**src/rtl/qdec_pkg.sv**
```systemverilog
package qdec_pkg;
    localparam int IRQ_N  = 4;
    localparam int ST_WDT = 0;
    localparam int ST_RDN = 1;
    localparam int ST_RUP = 2;
    localparam int ST_DIR = 3;

    typedef enum logic [1:0] {
        STEP_NONE = 2'd0,
        STEP_UP   = 2'd1,
        STEP_DOWN = 2'd2,
        STEP_BAD  = 2'd3
    } step_e;
endpackage

```
**src/rtl/qdec_cfg.sv**
```systemverilog
module qdec_cfg #(
    parameter int CNT_W = 32
) (
    input  logic             clk,
    input  logic             rst_n,
    input  logic             en,
    input  logic             we,
    input  logic             swap_in,
    input  logic             ceil_rst_in,
    input  logic [1:0]       gate_in,
    input  logic [CNT_W-1:0] ceil_in,
    output logic             swap,
    output logic             ceil_rst,
    output logic [1:0]       gate,
    output logic [CNT_W-1:0] ceil
);
    typedef struct packed {
        logic             swap;
        logic             ceil_rst;
        logic [1:0]       gate;
        logic [CNT_W-1:0] ceil;
    } cfg_t;

    cfg_t cfg_d, cfg_q;

    always_comb begin
        cfg_d = cfg_q;
        if (we && !en) begin
            cfg_d.swap     = swap_in;
            cfg_d.ceil_rst = ceil_rst_in;
            cfg_d.gate     = gate_in;
            cfg_d.ceil     = ceil_in;
        end
        swap     = cfg_q.swap;
        ceil_rst = cfg_q.ceil_rst;
        gate     = cfg_q.gate;
        ceil     = cfg_q.ceil;
    end

    always_ff @(posedge clk or negedge rst_n) begin
        if (!rst_n) begin
            cfg_q.swap     <= 1'b0;
            cfg_q.ceil_rst <= 1'b1;
            cfg_q.gate     <= 2'b11;
            cfg_q.ceil     <= '1;
        end else begin
            cfg_q <= cfg_d;
        end
    end

    assert_cfg_frozen_R12: assert property (@(posedge clk) disable iff (!rst_n)
        en |=> $stable(cfg_q));
endmodule

```
**src/rtl/qdec_step.sv**
```systemverilog
module qdec_step
    import qdec_pkg::*;
(
    input  logic       clk,
    input  logic       rst_n,
    input  logic       ph_a,
    input  logic       ph_b,
    input  logic       ph_idx,
    input  logic       swap,
    input  logic [1:0] gate,
    output step_e      step,
    output logic       idx_evt
);
    typedef struct packed {
        logic [1:0] ab;
        logic       qual;
    } pin_t;

    pin_t pin_d, pin_q;
    logic [1:0] cur_ab, cur_s, prev_s;
    logic       qual;

    always_comb begin
        cur_ab = {ph_a, ph_b};
        cur_s  = swap ? {ph_b, ph_a} : cur_ab;
        prev_s = swap ? {pin_q.ab[0], pin_q.ab[1]} : pin_q.ab;
        qual   = ph_idx && (cur_ab == gate);

        if (prev_s == cur_s) begin
            step = STEP_NONE;
        end else begin
            case ({prev_s, cur_s})
                4'b00_10, 4'b10_11, 4'b11_01, 4'b01_00: step = STEP_UP;
                4'b10_00, 4'b11_10, 4'b01_11, 4'b00_01: step = STEP_DOWN;
                default:                                step = STEP_BAD;
            endcase
        end

        idx_evt    = qual && !pin_q.qual;
        pin_d.ab   = cur_ab;
        pin_d.qual = qual;
    end

    always_ff @(posedge clk or negedge rst_n) begin
        if (!rst_n) begin
            pin_q <= '0;
        end else begin
            pin_q <= pin_d;
        end
    end

    // a change on both phases at once is never classified as a step
    assert_bad_is_double_R3: assert property (@(posedge clk) disable iff (!rst_n)
        (pin_q.ab[0] != ph_b) && (pin_q.ab[1] != ph_a) |-> (step == STEP_BAD));
endmodule

```
**src/rtl/qdec_counter.sv**
```systemverilog
module qdec_counter
    import qdec_pkg::*;
#(
    parameter int CNT_W = 32
) (
    input  logic             clk,
    input  logic             rst_n,
    input  logic             en,
    input  step_e            step,
    input  logic             idx_evt,
    input  logic             ceil_rst,
    input  logic [CNT_W-1:0] ceil,
    output logic [CNT_W-1:0] count,
    output logic             dir,
    output logic [IRQ_N-1:0] ev
);
    typedef struct packed {
        logic [CNT_W-1:0] cnt;
        logic             dir;
    } cnt_t;

    cnt_t c_d, c_q;
    logic take_idx;

    always_comb begin
        c_d      = c_q;
        ev       = '0;
        take_idx = idx_evt && !ceil_rst;
        if (en) begin
            if (take_idx) begin
                c_d.cnt    = '0;
                ev[ST_RUP] = c_q.dir;
                ev[ST_RDN] = !c_q.dir;
            end else begin
                case (step)
                    STEP_UP: begin
                        if (c_q.cnt == ceil) begin
                            c_d.cnt    = '0;
                            ev[ST_RUP] = 1'b1;
                        end else begin
                            c_d.cnt = c_q.cnt + 1'b1;
                        end
                        ev[ST_DIR] = !c_q.dir;
                        c_d.dir    = 1'b1;
                    end
                    STEP_DOWN: begin
                        if (c_q.cnt == '0) begin
                            c_d.cnt    = ceil;
                            ev[ST_RDN] = 1'b1;
                        end else begin
                            c_d.cnt = c_q.cnt - 1'b1;
                        end
                        ev[ST_DIR] = c_q.dir;
                        c_d.dir    = 1'b0;
                    end
                    default: ;
                endcase
            end
        end
        count = c_q.cnt;
        dir   = c_q.dir;
    end

    always_ff @(posedge clk or negedge rst_n) begin
        if (!rst_n) begin
            c_q.cnt <= '0;
            c_q.dir <= 1'b1;
        end else begin
            c_q <= c_d;
        end
    end

    assert_hold_off_R13: assert property (@(posedge clk) disable iff (!rst_n)
        !en |=> $stable(count) && $stable(dir));

    assert_illegal_hold_R3: assert property (@(posedge clk) disable iff (!rst_n)
        en && (step == STEP_BAD) && !(idx_evt && !ceil_rst) |=> $stable(count));

    assert_wrap_up_R4: assert property (@(posedge clk) disable iff (!rst_n)
        en && (step == STEP_UP) && (count == ceil) && !(idx_evt && !ceil_rst)
        |=> (count == '0));

    assert_wrap_down_R5: assert property (@(posedge clk) disable iff (!rst_n)
        en && (step == STEP_DOWN) && (count == '0) && !(idx_evt && !ceil_rst)
        |=> (count == $past(ceil)));

    assert_index_ignored_R7: assert property (@(posedge clk) disable iff (!rst_n)
        en && ceil_rst && (step == STEP_NONE) |=> $stable(count));
endmodule

```
**src/rtl/qdec_irq.sv**
```systemverilog
module qdec_irq
    import qdec_pkg::*;
(
    input  logic             clk,
    input  logic             rst_n,
    input  logic             en,
    input  logic             wdt,
    input  logic [IRQ_N-1:0] ev,
    input  logic [IRQ_N-1:0] clr,
    input  logic [IRQ_N-1:0] mask,
    output logic [IRQ_N-1:0] status,
    output logic             irq
);
    typedef struct packed {
        logic [IRQ_N-1:0] stat;
    } irq_t;

    irq_t i_d, i_q;
    logic [IRQ_N-1:0] set;

    always_comb begin
        set         = ev;
        set[ST_WDT] = set[ST_WDT] | wdt;
        if (!en) begin
            set = '0;
        end
        i_d.stat = (i_q.stat & ~clr) | set;
        status   = i_q.stat;
        irq      = |(i_q.stat & ~mask);
    end

    always_ff @(posedge clk or negedge rst_n) begin
        if (!rst_n) begin
            i_q <= '0;
        end else begin
            i_q <= i_d;
        end
    end

    assert_no_set_off_R13: assert property (@(posedge clk) disable iff (!rst_n)
        !en |=> ((status & ~$past(status)) == '0));

    assert_sticky_R10: assert property (@(posedge clk) disable iff (!rst_n)
        1'b1 |=> (($past(status) & ~$past(clr) & ~status) == '0));

    assert_wdt_sets_R9: assert property (@(posedge clk) disable iff (!rst_n)
        en && wdt |=> status[ST_WDT]);
endmodule

```
**src/rtl/qdec_index_top.sv**
```systemverilog
module qdec_index_top
    import qdec_pkg::*;
#(
    parameter int CNT_W = 32
) (
    input  logic             clk,
    input  logic             rst_n,
    input  logic             en,
    input  logic             cfg_we,
    input  logic             cfg_swap,
    input  logic             cfg_ceil_rst,
    input  logic [1:0]       cfg_gate,
    input  logic [CNT_W-1:0] cfg_ceil,
    input  logic             ph_a,
    input  logic             ph_b,
    input  logic             ph_idx,
    input  logic             wdt_evt,
    input  logic [IRQ_N-1:0] irq_mask,
    input  logic [IRQ_N-1:0] irq_clr,
    output logic [CNT_W-1:0] count,
    output logic             dir,
    output logic [IRQ_N-1:0] irq_status,
    output logic             irq
);
    logic             swap_w, ceil_rst_w, idx_evt_w;
    logic [1:0]       gate_w;
    logic [CNT_W-1:0] ceil_w;
    logic [IRQ_N-1:0] ev_w;
    step_e            step_w;

    qdec_cfg #(.CNT_W(CNT_W)) cfg_i (
        .clk(clk), .rst_n(rst_n), .en(en), .we(cfg_we),
        .swap_in(cfg_swap), .ceil_rst_in(cfg_ceil_rst),
        .gate_in(cfg_gate), .ceil_in(cfg_ceil),
        .swap(swap_w), .ceil_rst(ceil_rst_w), .gate(gate_w), .ceil(ceil_w)
    );

    qdec_step step_i (
        .clk(clk), .rst_n(rst_n), .ph_a(ph_a), .ph_b(ph_b), .ph_idx(ph_idx),
        .swap(swap_w), .gate(gate_w), .step(step_w), .idx_evt(idx_evt_w)
    );

    qdec_counter #(.CNT_W(CNT_W)) cnt_i (
        .clk(clk), .rst_n(rst_n), .en(en), .step(step_w), .idx_evt(idx_evt_w),
        .ceil_rst(ceil_rst_w), .ceil(ceil_w),
        .count(count), .dir(dir), .ev(ev_w)
    );

    qdec_irq irq_i (
        .clk(clk), .rst_n(rst_n), .en(en), .wdt(wdt_evt), .ev(ev_w),
        .clr(irq_clr), .mask(irq_mask), .status(irq_status), .irq(irq)
    );
endmodule

```
**config.mk**
```make
export PLATFORM = sky130hd
export DESIGN_NAME = qdec_index_top
export DESIGN_NICKNAME = d
export VERILOG_FILES = /design/src/rtl/qdec_pkg.sv /design/src/rtl/qdec_cfg.sv /design/src/rtl/qdec_step.sv /design/src/rtl/qdec_counter.sv /design/src/rtl/qdec_irq.sv /design/src/rtl/qdec_index_top.sv
export SDC_FILE = /design/constraint.sdc
export NUM_CORES = 1
export LEC_CHECK = 0
export CAP_MARGIN = 5
export CORE_ASPECT_RATIO = 0.5
export CORE_UTILIZATION = 26
export CTS_CLUSTER_SIZE = 8
export DETAILED_ROUTE_END_ITERATION = 8
export GPL_ROUTABILITY_DRIVEN = 0
export PLACE_DENSITY = 0.45
export SLEW_MARGIN = 40
export SYNTH_ARGS = -nofsm -noshare
export SYNTH_HDL_FRONTEND = slang
export SYNTH_HIERARCHICAL = 1
export SYNTH_SLANG_ARGS = --single-unit
export TNS_END_PERCENT = 30
```
**constraint.sdc**
```tcl
create_clock -name clk -period 6.7 [get_ports clk]
set_input_delay 1.005 -clock clk [delete_from_list [all_inputs] [get_ports clk]]
set_output_delay 1.005 -clock clk [all_outputs]
set_load 0.03 [all_outputs]
```
* After elaboration in Yosys (flattened, before gate mapping)
Memories as Yosys holds them, arrays and structs flattened. Index checks and enable logic that the tools add are counted. W data, S select, Z words.
Storage, ports and cells: register bits 76, latch bits 0, memory bits (writable) 0, memory bits (read-only) 32, input bits 52, output and inout port bits 38, word-level logic and storage cells 52, memories kept 1
Cells by class: $add $sub $neg 2, multipliers 0, div/mod/pow operators 0, $lt $le $gt $ge 0, equal/unequal tests 5, shift operators 0, muxes and demuxes 15, bitwise logic cells 6, reductions and logical operators 14
Memories:
- (name not given) | words 16, bits a word 2, rd ports 1, clocked after memory_dff 0, write ports 0, RTL line qdec_step.sv:32 | case ({prev_s, cur_s})
Operator list (count):
- $mux W32 | 3
- $pmux W33 S2 | 1
- $add A32 B1 Y32 const B | 1
- $eq A32 B32 Y1 | 1
- $logic_not A32 Y1 | 1
- $sub A32 B1 Y32 const B | 1
- $and A4 B4 Y4 | 2
- $mux W2 | 4
- $not A4 Y4 | 2
- $mux W1 | 5
- $eq A2 B2 Y1 | 2
- $logic_and A1 B1 Y1 | 4
- $logic_not A1 Y1 | 4
- $mux W4 | 1
- $or A4 B4 Y4 | 1
- $reduce_or A4 Y1 | 1
- $reduce_and A3 Y1 | 1
- $reduce_bool A3 Y1 | 1
- $eq A2 B1 Y1 const B | 1
- $eq A2 B2 Y1 const B | 1
- $pmux W1 S2 | 1
- $reduce_and A2 Y1 | 1
- $reduce_bool A2 Y1 | 1
- $not A1 Y1 | 1

* Logic depth before layout (Yosys ltp)
Gate-level depths: netlist (run 1).
depth after elaboration 8, mapped depth 13, gate-level depth less buffers 11

* Cells and area by module
The synthesis (run 1) kept the hierarchy.
Modules (own cells, without submodules):
- qdec_counter | instances 1, cells an instance 500, area each 3743.6 µm², seq. area each 827.0 µm²
- qdec_cfg | instances 1, cells an instance 77, area each 1556.5 µm², seq. area each 944.7 µm²
- qdec_step | instances 1, cells an instance 25, area each 224.0 µm², seq. area each 75.1 µm²
- qdec_irq | instances 1, cells an instance 20, area each 185.2 µm², seq. area each 100.1 µm²

* Least setup slack after synthesis (run 1)
OpenSTA, ideal clock, no wires.
kind in2reg, start input ph_b, end register cnt_i.c_q (netlist bit cnt_i/count[13]), setup time 0.131 ns, arrival 3.160 ns, required time 6.569 ns, slack 3.409 ns, cell stages on the path 11, buffers on the path 2, cell sequence and2_2 -> or3b_1 -> nand4_1 -> ha_1 -> clkbuf_1 -> inv_1 -> o21ai_1 -> nor2_1 -> clkbuf_1 -> a41oi_1 -> o21ai_0
On the way: word-level cells in the longest chain between the ends 6, elaborated cells on any way between the ends 14, those cells by class eq/ne (4); mux (4); reduce/logical (5); memory (1)
Ends and longest elaborated chain:
- start: declaration | RTL line qdec_index_top.sv:15 | input logic ph_b,
- $mux W2 (*) | RTL line qdec_step.sv:25 | cur_s = swap ? {ph_b, ph_a} : cur_ab;
- $mem_v2 Z16 W2 or $eq A2 B2 Y1 (tied branches)
- $mux W2 (*) | RTL line qdec_step.sv:29 | if (prev_s == cur_s) begin
- named net step_w[1] | RTL line qdec_index_top.sv:29 | step_e step_w;
- $eq A2 B2 Y1 or $eq A2 B1 Y1 (tied branches) | RTL line qdec_counter.sv:35 | case (step)
- $pmux W33 S2 or $reduce_bool A3 Y1 (tied branches)
- $mux W32 or $reduce_and A2 Y1 (tied branches)
- end: declaration | RTL line qdec_counter.sv:22 | cnt_t c_d, c_q;
Mark *: on every way through the listed nets, which the timed path passes. The rest lies on a longest branch. A chain may end at the register's enable or synchronous reset.

* Worst setup path in the final report (run 1)
start input ph_a, end register cnt_i.c_q (netlist bit cnt_i/count[29])
On the way: word-level cells in the longest chain between the ends 6, elaborated cells on any way between the ends 14, those cells by class eq/ne (4); mux (4); reduce/logical (5); memory (1)
Ends and longest elaborated chain:
- start: declaration | RTL line qdec_index_top.sv:14 | input logic ph_a,
- $mux W2 (*) | RTL line qdec_step.sv:25
- $mem_v2 Z16 W2 or $eq A2 B2 Y1 (tied branches)
- $mux W2 (*) | RTL line qdec_step.sv:29
- named net step_w[0] | RTL line qdec_index_top.sv:29
- $eq A2 B2 Y1 or $eq A2 B1 Y1 (tied branches) | RTL line qdec_counter.sv:35
- $pmux W33 S2 or $reduce_bool A3 Y1 (tied branches)
- $mux W32 or $reduce_and A2 Y1 (tied branches)
Marks and branches as above.

==> impl_metrics.toml, run 1 <==
[sta]
worst_slew_pin_slew_ns = 0.7993
slew_violations = 0
skew_ns = 0.01047
finalCritPeriodShare = 0.6158
fin_tns_setup_ns = 0
maxSlewHeadroom = 0.4652
period_needed_ns = 4.126
rsz0062_at_grt = "no"
setup_viol = 0
fmax_mhz = 242.4
whs_ns = 0.4727
finalHoldViolCount = 0

[die]
initial_core_util = 0.2716
die-area_um2 = 22590
rows = 37
io_pins = 90
fp.dieH_um = 106.8
core_area_um2 = 21020
die_width_um = 211.6

[synth]
ys_seq_elements = 76
synthDistinctLibCells = 80
synth_nets = 679
async_flop_share = 1.000
synthCells = 622
seq_area_frac_synth = 0.3410
ys_top_cells_by_area = "dfrtp_1 (18%), dfstp_2 (17%), mux2_4 (7.9%), xor2_1 (6.1%), nand2_1 (3.5%)"
yosys_warnings = 6
avgSynthCellArea_um2 = 9.179
synth.most_common_cell = "nand2_1"
synth_flop_cell = "dfrtp_1"
synth_edf_count = 0
synthTopCellsByCount = "nand2_1 (53), dfrtp_1 (40), nor2_1 (40), xor2_1 (40), dfstp_2 (36)"
netlist_area_um2 = 5709
yosysTopAreaCell = "dfrtp_1"
synth.top_cell.area_share = 0.1753

[power_and_ir_drop]
intPower_mw = 1.394
p_comb_frac = 0.465
power_frac_clock = 0.191
swShare = 0.4540
p_switching_mw = 1.159
ir_drop_mv = 0.1421
power_density_nw_per_um2 = 364.7
leakagePower_nw = 2.711
seqPwrFrac = 0.344

[clock_tree]
ctsResizeCount = 0
post-cts-setup-buffer-count = 0
holdBufCountCts = 0
cts.path.max_buffers = 2
numCtsBuffers = 9
cts.sinks = 76
cts_tree = "done"
cts_max_level = 3
clkTransAtPathRegs_ns = 0.06
clk-insertion-delay-late_ns = 0.35
cts_root_buf = "clkbuf_16"

[finish]
n_fill_cell = 2210
final-seq-area_um2 = 1947
final_util = 0.3330
syn2layout_area_growth_pct = 22.59
n_antenna_cell = 0
final_area_um2 = 6999
nets = 731
drive_above_1_share = 0.1708
multi_input_area_um2 = 3388

[detailed_routing]
vias_per_cell = 5.252
highest_layer = "met4"
first_pass_iters = 5
vias = 5100
drt-met1-wl_mm = 9.972
wl_met3_mm = 1.263
drt-total-wl_mm = 19.54
drtAntennaViolNets = 0
wl_met2_mm = 8.067
drt_iter0_drc = 446
remaining_drc_errors = 0
wl_per_cell_um = 20.13

[placement]
post-dp-hpwl_mm = 13.90
place_area_um2 = 6705
port_buffers = 89

[status]
status = "finished clean"

[global_route]
grt_pass1_vias = 4959
grt_max_degree = 69
grt_antenna_before_repair = 0
grt_pass1_wl_mm = 30.32
grtUsageTotal = 0.1779
grt.overflow.total = 0

[hold_path]
worst_hold_path_type = "input port to async pin"

[setup_path]
cp_cell_sequence = "clkdlybuf4s50_1 -> and2_2 -> or3b_1 -> nand4_1 -> inv_1 -> ha_1 -> inv_1 -> o21ai_2 -> nor2_2 -> a21oi_1 -> o221ai_1"
cpPeakStageDelay_ns = 0.67
r2r_cells = 8
crit_path_end_kind = "flip-flop"
cpMostUsedCell = "inv_1"
path_class = "input port to flip-flop"
path_max_fanout = 15
cp_slowest_cell = "nor2_2"
cp_data_required_time_ns = 6.96
critPathArrivalTime_ns = 4.39
start_kind = "input port"

[run]
drv_cap = 0
==> power by group through the flow <==
stage                     combinational (mW)  sequential [mW]  clock [mW]
after floorplan                        0.805            0.833           0
after global placement                  1.18            0.882           0
after detailed placement                1.17            0.883           0
after CTS                               1.18            0.876       0.502
after global routing                    1.28            0.908       0.521
final                                   1.19            0.878       0.488
==> routing by layer <==
layer,GRT usage,vias to the layer above
li1,-,2364
met4,0.04037,0
met1,0.2663,2518
met2,0.2528,197
met5,0,-
met3,0.04247,21
==> sequential cells by signal, indices dropped and copies added (netlist names) <==
register	count
cnt_i/count	32
irq_i/status	4
cfg_i/ceil_rst	1
cnt_i/dir	1
step_i/pin_q	3
cfg_i/gate	2
cfg_i/swap	1
cfg_i/ceil	32
==> path summary, 6_finish.rpt <==
| check | from | to | slack [ns] |
|---|---|---|---|
| worst max-delay path | ph_a | cnt_i/count[29] | 2.57 |
| worst min-delay path | rst_n | step_i/pin_q[2] | 0.47 |
| worst max register to register | cnt_i/count[6] | cnt_i/count[18] | 2.98 |
| worst min register to register | cnt_i/dir | cnt_i/dir | 0.53 |
| max in group asynchronous | rst_n | cnt_i/count[23] | 5.32 |
| min in group clk | cnt_i/dir | cnt_i/dir | 0.53 |
==> layout make-up <==
type / instances / share of cell area
sequential: 76 / 0.2782
clock buffer: 14 / 0.03486
multi-input combinational: 471 / 0.4841
inverter: 20 / 0.01073
timing repair buffer: 96 / 0.1350
clock inverter: 2 / 0.005005
tap: 292 / 0.05220
==> stage by stage <==
stage | setup WS, ns | power, mW | cells
CTS | 2.465 | 2.561 | 971
global route | 2.385 | 2.714 | 971
finish | 2.574 | 2.553 | 971
detailed placement | 2.106 | 2.057 | 955
global placement | 1.876 | 2.059 | 955
floorplan | 3.409 | 1.639 | 622
==> cell families after synthesis <==
family          count (synthesis)  synth area share
mux                            42            0.1012
buf+inv                        75           0.06969
compound gates                124            0.1580
fa+ha+maj                       5           0.01096
flops                          76            0.3410
xor+xnor                       61           0.09358
simple gates                  238            0.2249
other cells                     1         0.0006568
==> placed cells by master (no fill, tap or decap), types with 4 or more instances in the layout <==
master / synthesis / routed
mux2_4: 30 / 30
nand2_1: 53 / 53
or4_1: 11 / 11
buf_4: 2 / 7
o221ai_1: 6 / 6
nor2b_1: 5 / 5
nor3_1: 19 / 19
nand2b_1: 5 / 5
clkdlybuf4s50_1: 0 / 88
nor2_1: 40 / 37
nor3b_1: 5 / 5
nand3_1: 25 / 25
and3_1: 5 / 5
nor4_2: 2 / 4
inv_1: 20 / 20
mux2i_1: 6 / 6
xor2_1: 40 / 40
nand4_1: 18 / 18
dfstp_2: 36 / 36
o21ai_0: 21 / 21
a31oi_1: 4 / 4
or3_1: 7 / 7
o21ai_1: 9 / 8
a21oi_1: 13 / 13
a21o_1: 8 / 8
nor4_1: 19 / 17
a211oi_1: 4 / 4
o31ai_1: 7 / 7
a22o_1: 4 / 4
dfrtp_1: 40 / 40
clkbuf_1: 33 / 5
ha_1: 5 / 5
clkbuf_16: 0 / 9
and2_1: 5 / 5
o211ai_1: 8 / 8
xnor2_1: 21 / 21
mux2_2: 6 / 6
==> critical path: cells and delay by family <==
kind / cells / cell delay, ns
buffers and inverters: 3 / 1.04
adders and majority gates: 1 / 0.26
and+or+nand+nor: 4 / 1.38
AOI/OAI and AO/OA: 3 / 0.69
Note: power is estimated with default switching activity, not from simulation.
==> run 2: changes to the inputs <==
==> constraint.sdc (replaced) <==
create_clock -name clk -period 3.8 [get_ports clk]
set_input_delay 0.57 -clock clk [delete_from_list [all_inputs] [get_ports clk]]
set_output_delay 0.57 -clock clk [all_outputs]
set_load 0.03 [all_outputs]
==> run 2 against run 1 <==
- critical path type is now flip-flop to flip-flop
- critical endpoint is now cnt_i/count[18]
- critical path depth decreased by 3
- clock skew increased by 0.00058 ns
- clock power increased by 60%
- combinational power increased by 110%
- non-clock buffer count increased by 32
- worst hold slack got worse by 0.25 ns
- via count increased by 0.45%
- utilization increased by 1.0 points
- sequential cell count unchanged
- wire length increased by 2.2%
- cell count increased by 3.2%
- worst setup slack got worse by 2.0 ns
==> impl_metrics.toml, run 2 (synthesis results as in run 1) <==
[run]
drv_cap = 0

[die]
initial_core_util = 0.2716
die_width_um = 211.6
io_pins = 90
fp.dieH_um = 106.8
die-area_um2 = 22590
core_area_um2 = 21020
rows = 37

[finish]
syn2layout_area_growth_pct = 26.34
final_area_um2 = 7213
instances_no_fill = 1002
n_fill_cell = 2192
drive_above_1_share = 0.2014
final_cell_mix = "clkdlybuf4s50_1 (88), nand2_1 (53), dfrtp_1 (40), xor2_1 (40), nor2_1 (40)"
nets = 763
n_antenna_cell = 0
final_util = 0.3432
layout.cells.most_common = "clkdlybuf4s50_1"

[placement]
port_buffers = 89
post-dp-hpwl_mm = 14.49
place_ws_ns = 0.3074
placedCellCount = 987
place_area_um2 = 6962

[status]
status = "finished clean"

[clock_tree]
cts_tree = "done"
holdBufCountCts = 0
cts_root_buf = "clkbuf_16"
ctsResizeCount = 0
clkTransAtPathRegs_ns = 0.06
cts.path.max_buffers = 2
cts_max_level = 3
post-cts-setup-buffer-count = 0
clk-insertion-delay-late_ns = 0.34
numCtsBuffers = 9
cts.sinks = 76

[detailed_routing]
first_pass_iters = 5
remaining_drc_errors = 0
vias = 5123
wl_per_cell_um = 19.94
vias_per_cell = 5.113
drt-total-wl_mm = 19.98
drtAntennaViolNets = 0
drt_iter0_drc = 398

[sta]
setup_viol = 0
whs_ns = 0.2264
layout_setup_ws_ns = 0.5899
worst_slew_pin_slew_ns = 0.7472
fin_tns_setup_ns = 0
maxSlewHeadroom = 0.5008
rsz0062_at_grt = "no"
slew_violations = 0
period_needed_ns = 3.210
finalHoldViolCount = 0
fmax_mhz = 311.5
finalCritPeriodShare = 0.8448
skew_ns = 0.01106

[power_and_ir_drop]
ir_drop_mv = 0.2456
finalPower_mw = 4.639
leakagePower_nw = 2.872
power_density_nw_per_um2 = 643.2

[global_route]
grt_pass1_vias = 5074
grt_antenna_before_repair = 0
grt.overflow.total = 0
grt_max_degree = 65
grt_pass1_wl_mm = 30.96
grtUsageTotal = 0.1813

[setup_path]
start_kind = "flip-flop"
path_max_fanout = 34
r2r_cells = 8
path_class = "flip-flop to flip-flop"
crit_path_end_kind = "flip-flop"
critPathArrivalTime_ns = 3.50
cp_data_required_time_ns = 4.09

[hold_path]
worst_hold_path_type = "input port to async pin"
[run 2: final timing paths]
| kind | start | slack [ns] | to |
|---|---|---|---|
| max in group asynchronous | rst_n | 2.87 | cfg_i/ceil[8] |
| setup reg to reg | cnt_i/count[7] | 0.59 | cnt_i/count[18] |
| hold / removal | rst_n | 0.23 | irq_i/status[2] |
| hold reg to reg | irq_i/status[0] | 0.55 | irq_i/status[0] |
| min in group clk | irq_i/status[0] | 0.55 | irq_i/status[0] |
| setup / recovery | cnt_i/count[7] | 0.59 | cnt_i/count[18] |
[run 2: final cells by class]
cell class | instances | area [um^2] | share of cell area
multi-input combinational | 471 | 3364 | 0.4664
timing repair buffer | 128 | 1210 | 0.1677
clock inverter | 3 | 15.01 | 0.002082
clock buffer | 12 | 236.5 | 0.03278
inverter | 20 | 75.07 | 0.01041
sequential | 76 | 1947 | 0.2699
tap | 292 | 365.4 | 0.05065
[run 2: layer usage]
layer	routed length [um]	global-route usage
met2	8414	0.2582
met3	965	0.03837
met1	10400	0.2744
met5	0	0
met4	197	0.03934
[run 2: power by group]
group	switching (mW)	leakage, nW	internal (mW)
logic	1.41	1.84	1.06
clock network	0.345	0.126	0.436
registers	0.344	0.903	1.05
[run 2: critical path, stage by stage, from the launching register on]
cell and delay [ns]:
dfrtp_1 0.51, nor4_1 0.40, buf_4 0.21, nand4_1 0.27
or4_4 0.88, nand2_2 0.30, nor3_1 0.10, a2111oi_2 0.34
a211o_1 0.14
